--- config.mk ---
export PLATFORM = sky130hd
export DESIGN_NAME = alm_ctl
export DESIGN_NICKNAME = d
export VERILOG_FILES = /design/src/rtl/alm_ctl_pkg.sv /design/src/rtl/alm_match.sv /design/src/rtl/alm_flag.sv /design/src/rtl/sqw_div.sv /design/src/rtl/alm_ctl.sv
export SDC_FILE = /design/constraint.sdc
export NUM_CORES = 1
export LEC_CHECK = 0
export ABC_AREA = 1
export BUFFER_PORTS_ARGS = -buffer_cell sky130_fd_sc_hd__buf_2
export CELL_PAD_IN_SITES_DETAIL_PLACEMENT = 0
export CELL_PAD_IN_SITES_GLOBAL_PLACEMENT = 1
export CORE_ASPECT_RATIO = 0.9
export CORE_UTILIZATION = 28
export DETAILED_ROUTE_END_ITERATION = 8
export HOLD_SLACK_MARGIN = 0.03
export PLACE_DENSITY = 0.9
export SLEW_MARGIN = 25
export SYNTH_ARGS = -nofsm -noshare
export SYNTH_HDL_FRONTEND = slang
export SYNTH_SLANG_ARGS = --single-unit
export TNS_END_PERCENT = 50
--- constraint.sdc ---
create_clock -name clk -period 1.6 [get_ports clk]
set_input_delay 0.24 -clock clk [delete_from_list [all_inputs] [get_ports clk]]
set_output_delay 0.24 -clock clk [all_outputs]
set_load 0.01 [all_outputs]
--- src/rtl/alm_ctl_pkg.sv ---
package alm_ctl_pkg;

    localparam int FIELD_W  = 8;
    localparam int N_FIELDS = 4;
    localparam int TIME_W   = FIELD_W * N_FIELDS;
    localparam int N_ALARMS = 2;

    typedef struct packed {
        logic [FIELD_W-1:0] day;
        logic [FIELD_W-1:0] hour;
        logic [FIELD_W-1:0] min;
        logic [FIELD_W-1:0] sec;
    } tod_t;

    typedef enum logic [1:0] {
        RATE_1HZ = 2'b00,
        RATE_4K  = 2'b01,
        RATE_8K  = 2'b10,
        RATE_32K = 2'b11
    } sqw_rate_e;

    // Divider bit that carries the chosen frequency; the reference runs
    // at 2^div_w Hz, so bit k toggles at 2^(div_w-1-k) Hz.
    function automatic int unsigned rate_bit(sqw_rate_e r, int unsigned div_w);
        int unsigned b;
        case (r)
            RATE_1HZ: b = div_w - 1;
            RATE_4K:  b = div_w - 13;
            RATE_8K:  b = div_w - 14;
            default:  b = div_w - 16;
        endcase
        return b;
    endfunction

endpackage

--- src/rtl/alm_match.sv ---
module alm_match
    import alm_ctl_pkg::*;
(
    input  tod_t now_i,
    input  tod_t alarm_i,
    output logic hit_o
);
    logic [TIME_W-1:0]   now_v;
    logic [TIME_W-1:0]   alm_v;
    logic [N_FIELDS-1:0] field_eq;

    assign now_v = now_i;
    assign alm_v = alarm_i;

    for (genvar f = 0; f < N_FIELDS; f++) begin : g_field
        assign field_eq[f] = (now_v[f*FIELD_W +: FIELD_W] == alm_v[f*FIELD_W +: FIELD_W]);
    end

    assign hit_o = &field_eq;
endmodule

--- src/rtl/alm_flag.sv ---
module alm_flag (
    input  logic clk,
    input  logic rst,
    input  logic set_i,
    input  logic clr_i,
    output logic flag_o
);
    logic flag_q;

    // set wins over clear on the same edge
    always_ff @(posedge clk) begin
        if (rst) flag_q <= 1'b0;
        else     flag_q <= set_i | (flag_q & ~clr_i);
    end

    assign flag_o = flag_q;
endmodule

--- src/rtl/sqw_div.sv ---
module sqw_div
    import alm_ctl_pkg::*;
#(
    parameter int DIV_W = 16
) (
    input  logic       clk,
    input  logic       rst,
    input  logic       step_i,
    input  sqw_rate_e  rate_i,
    output logic       wave_o
);
    localparam int IDX_W = $clog2(DIV_W);

    logic [DIV_W-1:0] cnt_q;
    logic [IDX_W-1:0] sel;

    always_ff @(posedge clk) begin
        if (rst)         cnt_q <= '0;
        else if (step_i) cnt_q <= cnt_q + 1'b1;
    end

    assign sel    = IDX_W'(rate_bit(rate_i, DIV_W));
    assign wave_o = cnt_q[sel];
endmodule

--- src/rtl/alm_ctl.sv ---
module alm_ctl
    import alm_ctl_pkg::*;
#(
    parameter int DIV_W = 16
) (
    input  logic              clk,
    input  logic              rst,
    input  logic              sec_tick_i,
    input  logic              ref_tick_i,
    input  logic [TIME_W-1:0] now_i,
    input  logic [TIME_W-1:0] alm1_i,
    input  logic [TIME_W-1:0] alm2_i,
    input  logic [1:0]        alm_ie_i,
    input  logic              intcn_i,
    input  logic [1:0]        rate_i,
    input  logic              stat_wr_i,
    input  logic [1:0]        stat_wdata_i,
    output logic [1:0]        flag_o,
    output logic              pin_o
);
    tod_t                now_t;
    tod_t                alm_t [N_ALARMS];
    logic [N_ALARMS-1:0] hit;
    logic [N_ALARMS-1:0] flags;
    logic                irq_req;
    logic                wave;

    assign now_t    = tod_t'(now_i);
    assign alm_t[0] = tod_t'(alm1_i);
    assign alm_t[1] = tod_t'(alm2_i);

    for (genvar i = 0; i < N_ALARMS; i++) begin : g_alarm
        alm_match u_match (
            .now_i   (now_t),
            .alarm_i (alm_t[i]),
            .hit_o   (hit[i])
        );
        alm_flag u_flag (
            .clk    (clk),
            .rst    (rst),
            .set_i  (sec_tick_i & hit[i]),
            .clr_i  (stat_wr_i & ~stat_wdata_i[i]),
            .flag_o (flags[i])
        );
    end

    sqw_div #(.DIV_W(DIV_W)) u_div (
        .clk    (clk),
        .rst    (rst),
        .step_i (ref_tick_i),
        .rate_i (sqw_rate_e'(rate_i)),
        .wave_o (wave)
    );

    assign irq_req = |(flags & alm_ie_i);
    assign pin_o   = intcn_i ? ~irq_req : wave;
    assign flag_o  = flags;
endmodule

Word-level counts from Yosys, hierarchy flattened
Cells that the tools add are included.
{ "word_totals": {"ff_bits": 18, "word_cells": 37} }
{ "classes": {"n_addsub": 1, "order_cmp": 1, "eq_ne": 10, "reduce_logical": 4, "muxes": 4, "n_bitwise": 14} }
{ "ops": {"columns": ["op", "count"], "rows": [
  ["8-bit equality test", 8],
  ["16-bit by 1-bit adder with 16-bit output (second input constant)", 1],
  ["4-bit one-hot mux with 3 select lines", 1],
  ["4-bit AND reduction", 2],
  ["1-bit AND", 6],
  ["4-bit by 5-bit less-than comparator with 1-bit output (second input constant)", 1],
  ["1-bit inverter", 5],
  ["1-bit binary-select mux with 4-bit select", 1],
  ["2-bit AND", 1],
  ["2-bit by 1-bit equality test with 1-bit output (second input constant)", 1],
  ["2-bit equality test (second input constant)", 1],
  ["2-bit logical NOT", 1],
  ["1-bit 2-to-1 mux", 2],
  ["1-bit bitwise OR", 2],
  ["2-bit OR reduction", 1]
]} }

Longest topological paths before layout
Gate-level depths: netlist (run 1).
{ "depth": {"depth_word": 5, "mapped_depth": 11, "ltp_nobuf": 11} }

By module
Synthesis (run 1) repeated with hierarchy kept, for this count alone.
{ "unflattened": {"hier_cells": 477, "hier_area_um2": 2252.2} }
{ "modules_own_cells": {"columns": ["mod", "area_each_um2", "instances", "cells_per_inst"], "rows": [
  ["alm_match", 645.6, 2, 168],
  ["sqw_div", 830.8, 1, 118],
  ["alm_flag", 40.0, 2, 5],
  ["alm_ctl", 50.0, 1, 13]
]} }

Least setup slack after synthesis (run 1)
No wires, ideal clock.
{ "synth_path": {"path_kind": "flip-flop to flip-flop", "start": "register u_div.cnt_q[0]", "end": "register u_div.cnt_q[12]", "period_less_slack_ps": 1302, "setup_time_ps": 65, "path_slack_ps": 298, "stages_incl_launch_ff": 12, "arrival_time_ps": 1237, "required_time_ps": 1535, "cell_sequence": "dfxtp_1 ha_1 nand3_2 inv_2 nand2_2 inv_2 nand2_2 nor3_4 nand2_1 nand2_1 nand2_1 nor2_1"} }
{ "synth_via": {"elab_chain_cells": 1} }
{ "synth_rtl": {"columns": ["element", "line", "rtl"], "rows": [
  ["from (decl)", "sqw_div.sv:14", "logic [DIV_W-1:0] cnt_q;"],
  ["from (signal assigned)", "sqw_div.sv:19", "else if (step_i) cnt_q <= cnt_q + 1'b1;"],
  ["16-bit by 1-bit adder with 16-bit output", "sqw_div.sv:19", null]
]} }
Every way passes these cells.
A chain may end at the register's enable or synchronous reset.

Final worst setup path (run 1)
{ "layout_path": {"start": "register u_div.cnt_q[2]", "end": "output port pin_o"} }
{ "layout_via": {"elab_chain_cells": 3} }
{ "layout_rtl": {"columns": ["element", "line", "rtl"], "rows": [
  ["1-bit binary-select mux with 4-bit select", "sqw_div.sv:23", "assign wave_o = cnt_q[sel];"],
  ["1-bit 2-to-1 mux (implied by the code)", "sqw_div.sv:23", null],
  ["1-bit 2-to-1 mux", "alm_ctl.sv:56", "assign pin_o = intcn_i ? ~irq_req : wave;"],
  ["to (decl)", "alm_ctl.sv:19", "output logic pin_o"]
]} }
Every way passes these cells. The select of a mux whose other input is x is not followed.

==> results of run 1 <==
-- Yosys cell counts (3+ instances only) --
cell	number	area, um2
nand2_2	3	18.77
nor3_1	3	15.01
nand4_1	10	62.56
nor2_1	36	135.1
or2_2	5	31.28
nand3_1	12	60.06
nand2_1	116	435.4
a21oi_1	17	85.08
xnor2_1	16	140.1
xor2_1	5	43.79
dfxtp_1	18	360.4
o21ai_0	14	70.07
inv_1	76	285.3
-- flip-flops by register name (all words and copies together) (netlist names) --
| name | count |
|---|---|
| g_alarm.u_flag.flag_o | 2 |
| u_div.cnt_q | 16 |
-- worst max-delay path, cell delays in order (launching register included) --
cell	delay [ps]
dfxtp_1	390
inv_1	70
o211ai_1	200
a31o_2	180
buf_2	120
-- kinds of logic (layout without fill, tap and decap cells) --
logic type / count (synthesis) / count (layout) / synth area share, %
buf+inv: 81 / 192 / 16.35
compound gates: 39 / 39 / 11.16
simple gates: 191 / 191 / 43.27
fa+ha+maj: 1 / 1 / 0.6565
flops: 18 / 18 / 18.91
xor+xnor: 21 / 21 / 9.652
-- area by class of cell --
cell class,instances,area [um2],share of cell area (%)
Inverter,78,292.8,11.23
Sequential cell,18,361.6,13.87
Tap cell,90,112.6,4.321
Clock buffer,4,55.05,2.112
Timing Repair Buffer,110,550.5,21.12
Multi-Input combinational cell,252,1234,47.34
-- layer usage --
metal  global-route usage, %  wire, um  up-vias
li1                        -         -     1288
met1                   16.63      2282      959
met2                   26.62      2303       81
met3                   2.775       436        2
met4                   1.111         8        0
met5                       0         0        -
-- how the worst min path moves through the flow --
stage                          startpoint               to
after floorplan                ref_tick_i   u_div.cnt_q[0]
after global placement    u_div.cnt_q[14]  u_div.cnt_q[14]
after detailed placement  u_div.cnt_q[14]  u_div.cnt_q[14]
after CTS                      ref_tick_i   u_div.cnt_q[0]
after global routing           ref_tick_i   u_div.cnt_q[0]
final                          ref_tick_i   u_div.cnt_q[0]
-- through the flow --
stage / worst slack [ps] / power [uW] / hold WS (ps)
after floorplan: 297.7 / 670.1 / 330.3
after global placement: 198.8 / 864.6 / 448.3
after detailed placement: 133.4 / 871.0 / 453.1
after CTS: 131.8 / 1249 / 264.7
after global routing: 8.396 / 1330 / 260.8
final: 161.9 / 1226 / 260.5
-- placed cells by master, fill, tap and decap left out, drive strengths merged --
master / netlist / final
a211oi: 2 / 2
a21oi: 17 / 17
a221oi: 1 / 1
a31o: 1 / 1
buf: 2 / 110
clkbuf: 1 / 4
dfxtp: 18 / 18
ha: 1 / 1
inv: 78 / 78
nand2: 119 / 119
nand3: 13 / 13
nand4: 11 / 11
nor2: 38 / 38
nor3: 5 / 5
o211ai: 1 / 1
o21a: 1 / 1
o21ai: 16 / 16
or2: 5 / 5
xnor2: 16 / 16
xor2: 5 / 5
-- power groups by stage --
stage / clock [uW] / sequential, uW / combinational, uW
floorplan: 0 / 467 / 203
global placement: 0 / 468 / 397
detailed placement: 0 / 468 / 403
CTS: 386 / 458 / 406
global route: 410 / 459 / 462
finish: 366 / 458 / 401
-- timing repair --
item / 4_1_cts / 5_1_grt
endpoints found under the setup margin: 0 / 2
hold endpoints to repair: 0 / 0
gates resized for setup: 0 / 1
==> impl_results.md, run 1 <==
- Status: complete, no violations
- Drt total wl: 5030 um
- Area of the core: 0.006586 mm2
- Yosys reg bits: 18
- Initial DRC Count: 53
- Post-CTS Setup Bufs: 0
- DR pass1 iterations: 4
- VDD IR-drop max: 0.3055 mV
- Full die area: 0.007140 mm2
- Via count: 2,330
- I/O Buffers: 110
- Worst Hold Class: primary input to flop
- Net switching fraction of the power: 28.77%
- Gpl congestion: 0.8249
- Startpoint Class: flop
- Root buf cell: clkbuf_8
- Crit. Startpoint: u_div.cnt_q[2]
- Synthesized area: 0.001906 mm2
- Clock Skew: 5.049 ps
- Hold path cells: 2
- Post-layout util: 39.57%
- Crit path DAT: 1200 ps
- Total CTS buffers: 3
- Largest net degree at the start of global routing: 11
- Cell count after synthesis: 351
- Setup-failing EPs final: 0
- Sequential-to-total area share from yosys stat: 18.91%
- H-Tree Depth: 1
- Psw: 352.7 uW
- Tightest Pin Transition: 266.6 ps
- RR Endpoint: u_div.cnt_q[12]
- Final worst-path cycle share: 89.88%
- Clk sink count: 18
- Crit path max fanout: 4
- DP Wirelength: 4453 um
- Setup crit end: pin_o
- EDFF count, synth: 0
- Later-pin clock latency in the skew report: 250 ps
- # IOs: 111
- Share of layout cells above drive strength 1: 28.57%
- Initial antenna violation count: 0
- Clock transition at path regs: 60 ps
- Final Hold Viols: 0
- # rows: 28
- Max Fclk: 695.4 MHz
- Sequential share of power: 37.4%
- Slew headroom: 82.09%
- Int Pwr: 873.3 uW
- Routed WL per cell: 9.112 um
- Logic pwr share: 32.7%
- Synth Flop Type: dfxtp_1
- DRT antenna net count: 0
- Post-Syn Nets: 460
- Synth Area per Inst: 5.429 um2
- Area after DPL: 0.002550 mm2
- Total GRT Usage: 13.98%
- Ys Warns: 0
- Dpl cells: 548
- Die height: 80.26 um
- Pwr per Cell Area: 470.4 mW/mm2
- Required @ worst endpoint: 1360 ps
- Pins Over Slew Limit: 0
- CTS tree: done
- Post-synth ARST share: 0%
- Post-DR vias/cell: 4.221
- Synth-to-Final Area Change: 36.77%
- Crit end category: output port
- RSZ-0062 raised after global routing: false
- Fin cells: 552
- Clk pwr share: 29.9%
- Max Buffers Root-to-Sink: 2
- Count of different cell masters after synthesis: 29
- FF-to-FF setup slack: 200 ps
- GR Overflow Total: 0
- Crit path kind: flop to output port
- Vias in the first global route: 2,030
- Non-Filler Cell Area, Final: 0.002606 mm2
- LEAKAGE: 0.001484 uW
- N_diodes: 0
- Worst R2R Path Depth: 11
- Max-cap violations: 0
- Final period demand of the worst path: 1438 ps
- Remaining DRCs: 0
- Fillcell total: 766
- R2R Path Start: u_div.cnt_q[0]
- Final nets: 572
- Die extent in x: 88.96 um
- Setup TNS: 0 ps
- First-pass GRT wire length: 8079 um
- Cts hold-fix bufs: 0
- Starting Density: 28.93%
No activity file was read; power rests on OpenSTA's default activity.
==> inputs of run 2 (changes only) <==
--- a/config.mk
+++ b/config.mk
@@ -6,14 +6,14 @@
 export NUM_CORES = 1
 export LEC_CHECK = 0
 export ABC_AREA = 1
-export BUFFER_PORTS_ARGS = -buffer_cell sky130_fd_sc_hd__buf_2
 export CELL_PAD_IN_SITES_DETAIL_PLACEMENT = 0
 export CELL_PAD_IN_SITES_GLOBAL_PLACEMENT = 1
 export CORE_ASPECT_RATIO = 0.9
-export CORE_UTILIZATION = 28
+export CORE_UTILIZATION = 43
 export DETAILED_ROUTE_END_ITERATION = 8
+export DONT_BUFFER_PORTS = 1
 export HOLD_SLACK_MARGIN = 0.03
-export PLACE_DENSITY = 0.9
+export PLACE_DENSITY = 0.93
 export SLEW_MARGIN = 25
 export SYNTH_ARGS = -nofsm -noshare
 export SYNTH_HDL_FRONTEND = slang
==> constraint.sdc (replaced) <==
create_clock -name clk -period 1.9 [get_ports clk]
set_input_delay 0.285 -clock clk [delete_from_list [all_inputs] [get_ports clk]]
set_output_delay 0.285 -clock clk [all_outputs]
set_load 0.01 [all_outputs]
==> run 2 against run 1 <==
Flip-flop and latch count unchanged. Global-route usage increased by 4.6 points. Design area decreased by 23%. Combinational power decreased by 52%. Sequential power decreased by 16%.
==> impl_results.md, run 2 (synthesis gave the netlist of run 1 again) <==
- DRT antenna net count: 0 (unchanged)
- DR pass1 iterations: 4 (unchanged)
- Pins Over Slew Limit: 0 (unchanged)
- Critical-path top delay cell: dfxtp_1 (unchanged)
- Number of gates resized after cts: 0 (unchanged)
- Later-pin clock latency in the skew report: 260 ps (was 250 ps)
- Setup TNS: 0 ps (unchanged)
- Crit end category: flop (was output port)
- Area after DPL: 0.001962 mm2 (was 0.002550 mm2)
- Crit path DAT: 1660 ps (was 1200 ps)
- First-pass GRT wire length: 7072 um (was 8079 um)
- Critical path buffers and inverters: 2 (unchanged)
- # IOs: 111 (unchanged)
- Total GRT Usage: 18.59% (was 13.98%)
- Worst Hold Class: primary input to flop (unchanged)
- Setup-failing EPs final: 0 (unchanged)
- I/O Buffers: 0 (was 110)
- R2R Path Start: u_div.cnt_q[0] (unchanged)
- GR Overflow Total: 0 (unchanged)
- Int Pwr: 660.8 uW (was 873.3 uW)
- Hold path cells: 1 (was 2)
- Critical path's largest stage delay: 400 ps (was 390 ps)
- Final period demand of the worst path: 1491 ps
- Initial antenna violation count: 0 (unchanged)
- FF-to-FF setup slack: 410 ps (was 200 ps)
- Hold_sp: rst (was ref_tick_i)
- Total CTS buffers: 3 (unchanged)
- Clock transition at path regs: 70 ps (was 60 ps)
- DP Wirelength: 3680 um (was 4453 um)
- CTS tree: done (unchanged)
- Starting Density: 45.85% (was 28.93%)
- Die extent in x: 72.17 um (was 88.96 um)
- Crit path max fanout: 5 (was 4)
- Final worst-path cycle share: 78.49%
- RR Endpoint: u_div.cnt_q[10] (was u_div.cnt_q[12])
- Final Hold Viols: 0 (unchanged)
- Slew headroom: 82.38% (was 82.09%)
- Net switching fraction of the power: 25.52% (was 28.77%)
- Tightest Pin Transition: 262.3 ps (was 266.6 ps)
- Number of flip-flops under the largest register name: 16 (unchanged)
- Clk pwr share: 34.8% (was 29.9%)
- Die height: 65.16 um (was 80.26 um)
- LEAKAGE: 0.001048 uW (was 0.001484 uW)
- Gpl congestion: 0.7739 (was 0.8249)
- Most frequent cells in the layout: 116 x nand2_1, 76 x inv_1, 36 x nor2_1 (was 116 x nand2_1, 110 x buf_2, 76 x inv_1)
- Via count: 1,900 (was 2,330)
- # rows: 22 (was 28)
- Root buf cell: clkbuf_8 (unchanged)
- Startpoint Class: flop (unchanged)
- Psw: 226.4 uW (was 352.7 uW)
- Synth-to-Final Area Change: 5.843% (was 36.77%)
- Worst R2R Path Depth: 9 (was 11)
- Pwr per Cell Area: 439.9 mW/mm2 (was 470.4 mW/mm2)
- Share of layout cells above drive strength 1: 5.966% (was 28.57%)
- Most flops, register: u_div.cnt_q (unchanged)
- Max Buffers Root-to-Sink: 2 (unchanged)
- Drt total wl: 4226 um (was 5030 um)
- Max-cap violations: 0 (unchanged)
- Max Fclk: 670.5 MHz
- Clk sink count: 18 (unchanged)
- Crit path kind: flop to flop (was flop to output port)
- Post-DR vias/cell: 4.612 (was 4.221)
- Area of the core: 0.004156 mm2 (was 0.006586 mm2)
- Logic pwr share: 21.7% (was 32.7%)
- Sequential share of power: 43.5% (was 37.4%)
- Clock Skew: 3.736 ps (was 5.049 ps)
- VDD IR-drop max: 0.3507 mV (was 0.3055 mV)
- Full die area: 0.004702 mm2 (was 0.007140 mm2)
- H-Tree Depth: 1 (unchanged)
- Required @ worst endpoint: 2070 ps (was 1360 ps)
- Vias in the first global route: 1,800 (was 2,030)
- RSZ-0062 raised after global routing: false (unchanged)
- Initial DRC Count: 71 (was 53)
- Post-CTS Setup Bufs: 0 (unchanged)
- Commonest non-fill, non-tap cell in the layout: nand2_1 (unchanged)
- Status: complete, no violations (unchanged)
- Routed WL per cell: 10.26 um (was 9.112 um)
- Worst Hold Endpoint: g_alarm[1].u_flag.flag_o (was u_div.cnt_q[0])
- Remaining DRCs: 0 (unchanged)
- N_diodes: 0 (unchanged)
- Worst path cell trace: ha_1, nand3_2, inv_2, nand2_2, inv_2, nand2_2, nor2_1, nand2_1, a211oi_1 (was inv_1, o211ai_1, a31o_2, buf_2)
- Cts hold-fix bufs: 0 (unchanged)
- Non-Filler Cell Area, Final: 0.002017 mm2 (was 0.002606 mm2)
- Largest net degree at the start of global routing: 11 (unchanged)
- Top delay family on crit path: simple AND/OR/NAND/NOR gates (was flip-flops)
- Final nets: 462 (was 572)
run 2: cell types whose count changed in the layout (fill, tap and decap cells not counted):
cell	delta
buf_2	-110
dfxtp_2	-1
dfxtp_1	+1
run 2: worst max path at each step:
| stage | startpoint | endpoint | slack, ps | depth (start not counted) |
|---|---|---|---|---|
| 2_1_floorplan | u_div.cnt_q[0] | u_div.cnt_q[12] | 600 | 11 |
| 3_3_place_gp | u_div.cnt_q[0] | u_div.cnt_q[12] | 510 | 11 |
| 3_5_place_dp | u_div.cnt_q[0] | u_div.cnt_q[10] | 430 | 9 |
| 4_1_cts | u_div.cnt_q[0] | u_div.cnt_q[10] | 400 | 9 |
| 5_1_grt | u_div.cnt_q[0] | u_div.cnt_q[10] | 250 | 9 |
| 6_report | u_div.cnt_q[0] | u_div.cnt_q[10] | 410 | 9 |
run 2: through the flow:
step	instances	power, uW	util (%)	worst slack (ps)	hold WS (ps)
global placement	408	585.7	47.20	511.3	356.7
detailed placement	408	587.3	47.20	432.5	358.9
floorplan	351	564.3	-	597.7	375.3
finish	412	887.2	48.53	408.6	88.66
CTS	412	900.6	48.53	403.8	81.62
global route	412	954.2	48.53	248.9	69.05
run 2: metal layers:
metal	track usage, %	part of all wire (%)	vias up	wire length, um
li1	-	-	1063	-
met3	5.368	10	5	432
met2	34.23	46	77	1927
met1	21.07	43	755	1833
met5	0	0	-	0
met4	4.167	0.76	0	32
run 2: final cells by class:
type,count,area [um2]
inverters,78,292.8
clock buffers,4,55.05
flip-flops and latches,18,360.3
multi-input cells,252,1234
well taps,60,75.07
fillers,457,2140
run 2: power by group through the flow:
stage                     registers [uW]  clock network, uW  logic (uW)
after CTS                            385                320         195
final                                386                309         193
after global routing                 386                340         229
after floorplan                      393                  0         171
after detailed placement             394                  0         193
after global placement               394                  0         192
==> inputs of run 3 (changes only) <==
--- a/config.mk
+++ b/config.mk
@@ -9,11 +9,11 @@
 export CELL_PAD_IN_SITES_DETAIL_PLACEMENT = 0
 export CELL_PAD_IN_SITES_GLOBAL_PLACEMENT = 1
 export CORE_ASPECT_RATIO = 0.9
-export CORE_UTILIZATION = 43
+export CORE_UTILIZATION = 36
 export DETAILED_ROUTE_END_ITERATION = 8
 export DONT_BUFFER_PORTS = 1
 export HOLD_SLACK_MARGIN = 0.03
-export PLACE_DENSITY = 0.93
+export PLACE_DENSITY = 0.84
 export SLEW_MARGIN = 25
 export SYNTH_ARGS = -nofsm -noshare
 export SYNTH_HDL_FRONTEND = slang
==> constraint.sdc (replaced) <==
create_clock -name clk -period 1.3 [get_ports clk]
set_input_delay 0.195 -clock clk [delete_from_list [all_inputs] [get_ports clk]]
set_output_delay 0.195 -clock clk [all_outputs]
set_load 0.01 [all_outputs]
==> run 3 against run 2 <==
The flow now finishes with violations (negative setup slack). Critical path depth down 5. Non-clock buffer count up 10. Global-route usage down 2.5 points. Final cell count up 3.4%. Design area up 6.8%. Critical path type is now flop to output port. Largest cell class unchanged. Largest power group unchanged.
==> impl_results.md, run 3 (synthesis gave the netlist of run 1 again) <==
- Status: finished, violations left (was complete, no violations)
- Failing checks: negative setup slack
- Initial DRC Count: 51 (was 71)
- Largest net degree at the start of global routing: 10 (was 11)
- First-pass GRT wire length: 7238 um (was 7072 um)
- Clock transition at path regs: 60 ps (was 70 ps)
- Pre-CTS WS: -46.43 ps (was 432.5 ps)
- Crit path max fanout: 5 (unchanged)
- CTS tree: done (unchanged)
- Gpl congestion: 0.7465 (was 0.7739)
- Share of layout cells above drive strength 1: 11.08% (was 5.966%)
- DP Wirelength: 3940 um (was 3680 um)
- Fillcell total: 539 (was 457)
- Most frequent cells in the layout: 114 x nand2_1, 76 x inv_1, 34 x nor2_1 (was 116 x nand2_1, 76 x inv_1, 36 x nor2_1)
- Slew headroom: 76.57% (was 82.38%)
- H-Tree Depth: 1 (unchanged)
- Final period demand of the worst path: 1389 ps
- Initial antenna violation count: 0 (unchanged)
- Crit end category: output port (was flop)
- Remaining DRCs: 0 (unchanged)
- Pwr per Cell Area: 583.5 mW/mm2 (was 439.9 mW/mm2)
- Area of the core: 0.004955 mm2 (was 0.004156 mm2)
- I/O Buffers: 0 (unchanged)
- Power, Total: 1257 uW (was 887.2 uW)
- Total GRT Usage: 16.10% (was 18.59%)
- Root buf cell: clkbuf_8 (unchanged)
- Number of flip-flops under the largest register name: 16 (unchanged)
- Final nets: 472 (was 462)
- Clock Skew: 4.411 ps (was 3.736 ps)
- RSZ-0062 raised after global routing: true (was false)
- Vias in the first global route: 1,826 (was 1,800)
- Crit path DAT: 1190 ps (was 1660 ps)
- DR pass1 iterations: 5 (was 4)
- Commonest non-fill, non-tap cell in the layout: nand2_1 (unchanged)
- Multi-input gate area: 0.001276 mm2 (was 0.001234 mm2)
- Routed WL per cell: 10.74 um (was 10.26 um)
- DRT antenna net count: 0 (unchanged)
- Required @ worst endpoint: 1110 ps (was 2070 ps)
- Non-Filler Cell Area, Final: 0.002153 mm2 (was 0.002017 mm2)
- Pins Over Slew Limit: 0 (unchanged)
- # rows: 24 (was 22)
- Post-DR vias/cell: 4.617 (was 4.612)
- Later-pin clock latency in the skew report: 250 ps (was 260 ps)
- Crit path kind: flop to output port (was flop to flop)
- Final Hold Viols: 0 (unchanged)
- # IOs: 111 (unchanged)
- Register area: 374.1 um2 (was 360.3 um2)
- Clk sink count: 18 (unchanged)
- Tightest Pin Transition: 350.4 ps (was 262.3 ps)
- Die extent in x: 78.69 um (was 72.17 um)
- Drt total wl: 4575 um (was 4226 um)
- Most flops, register: u_div.cnt_q (unchanged)
- Max Buffers Root-to-Sink: 2 (unchanged)
- Area after DPL: 0.002017 mm2 (was 0.001962 mm2)
- Startpoint Class: flop (unchanged)
- VDD IR-drop max: 0.5344 mV (was 0.3507 mV)
- N_diodes: 0 (unchanged)
- Final worst slack: -89.24 ps (was 408.6 ps)
- Die height: 71.02 um (was 65.16 um)
- Max Fclk: 719.8 MHz
- Synth-to-Final Area Change: 13.00% (was 5.843%)
- Total CTS buffers: 3 (unchanged)
- LEAKAGE: 0.001129 uW (was 0.001048 uW)
- Max-cap violations: 0 (unchanged)
- Setup-failing EPs final: 4 (was 0)
- Via count: 1,967 (was 1,900)
- Full die area: 0.005589 mm2 (was 0.004702 mm2)
- GR Overflow Total: 0 (unchanged)
- Starting Density: 38.46% (was 45.85%)
- Final worst-path cycle share: 106.9%
- Worst Hold Class: primary input to flop (unchanged)
## run 3: cell types whose count changed in the layout (fill, tap and decap cells not counted), moves of 2 or more
| cell | delta |
|---|---|
| nand2_1 | -2 |
| dlygate4sd3_1 | +2 |
| buf_6 | +2 |
| buf_4 | +6 |
| dfxtp_4 | +3 |
| nor2_1 | -2 |
| nor2_2 | +2 |
| dfxtp_2 | +2 |
| dfxtp_1 | -5 |
## run 3: area by class of cell
type / instances / area share, %
flip-flops and latches: 18 / 17.37
multi-input cells: 252 / 59.27
well taps: 65 / 3.777
repair buffers: 10 / 4.067
inverters: 78 / 13.60
clock buffers: 3 / 1.917
## run 3: path summary, 6_finish.rpt
path	cells after the start	from	slack [ps]	to
setup reg to reg	8	u_div.cnt_q[0]	-30	u_div.cnt_q[15]
hold / removal	2	rst	100	u_div.cnt_q[9]
hold reg to reg	1	u_div.cnt_q[3]	460	u_div.cnt_q[3]
setup / recovery	4	u_div.cnt_q[3]	-90	pin_o
## run 3: power breakdown
| part | internal [uW] | switching (uW) |
|---|---|---|
| combinational | 156 | 157 |
| clock | 206 | 176 |
| sequential | 555 | 7.05 |
| total | 917 | 339 |
## run 3: repair_timing
action,4_1_cts,5_1_grt
hold endpoints to repair,10,0
hold buffers,2,0
gates resized for setup,8,11
buffers inserted,1,2
endpoints found under the setup margin,4,9
pin swaps,3,6
## run 3: worst max-delay path, stage by stage, from the launching register on
cell and delay [ps]:
dfxtp_4 360, buf_4 130, a21oi_2 130, o21ai_1 90, a31o_2 230
## run 3: metrics by stage
| stage | utilization [%] | setup TNS [ps] | std cells | hold WS [ps] |
|---|---|---|---|---|
| floorplan | - | 0 | 351 | 277.8 |
| global placement | 40.71 | 0 | 419 | 268.5 |
| detailed placement | 40.71 | -90.76 | 419 | 269.9 |
| CTS | 42.30 | -92.05 | 424 | 94.64 |
| global route | 43.46 | -784.0 | 426 | 110.0 |
| finish | 43.46 | -142.9 | 426 | 97.55 |
## run 3: per-layer routing
metal	vias up	share of wire, %	track usage (%)	routed length (um)
met4	0	0.42	2.881	19
met3	4	8.5	3.742	391
met1	799	43	19.11	1987
met5	-	0	0	0
li1	1087	-	-	-
met2	77	48	29.57	2176
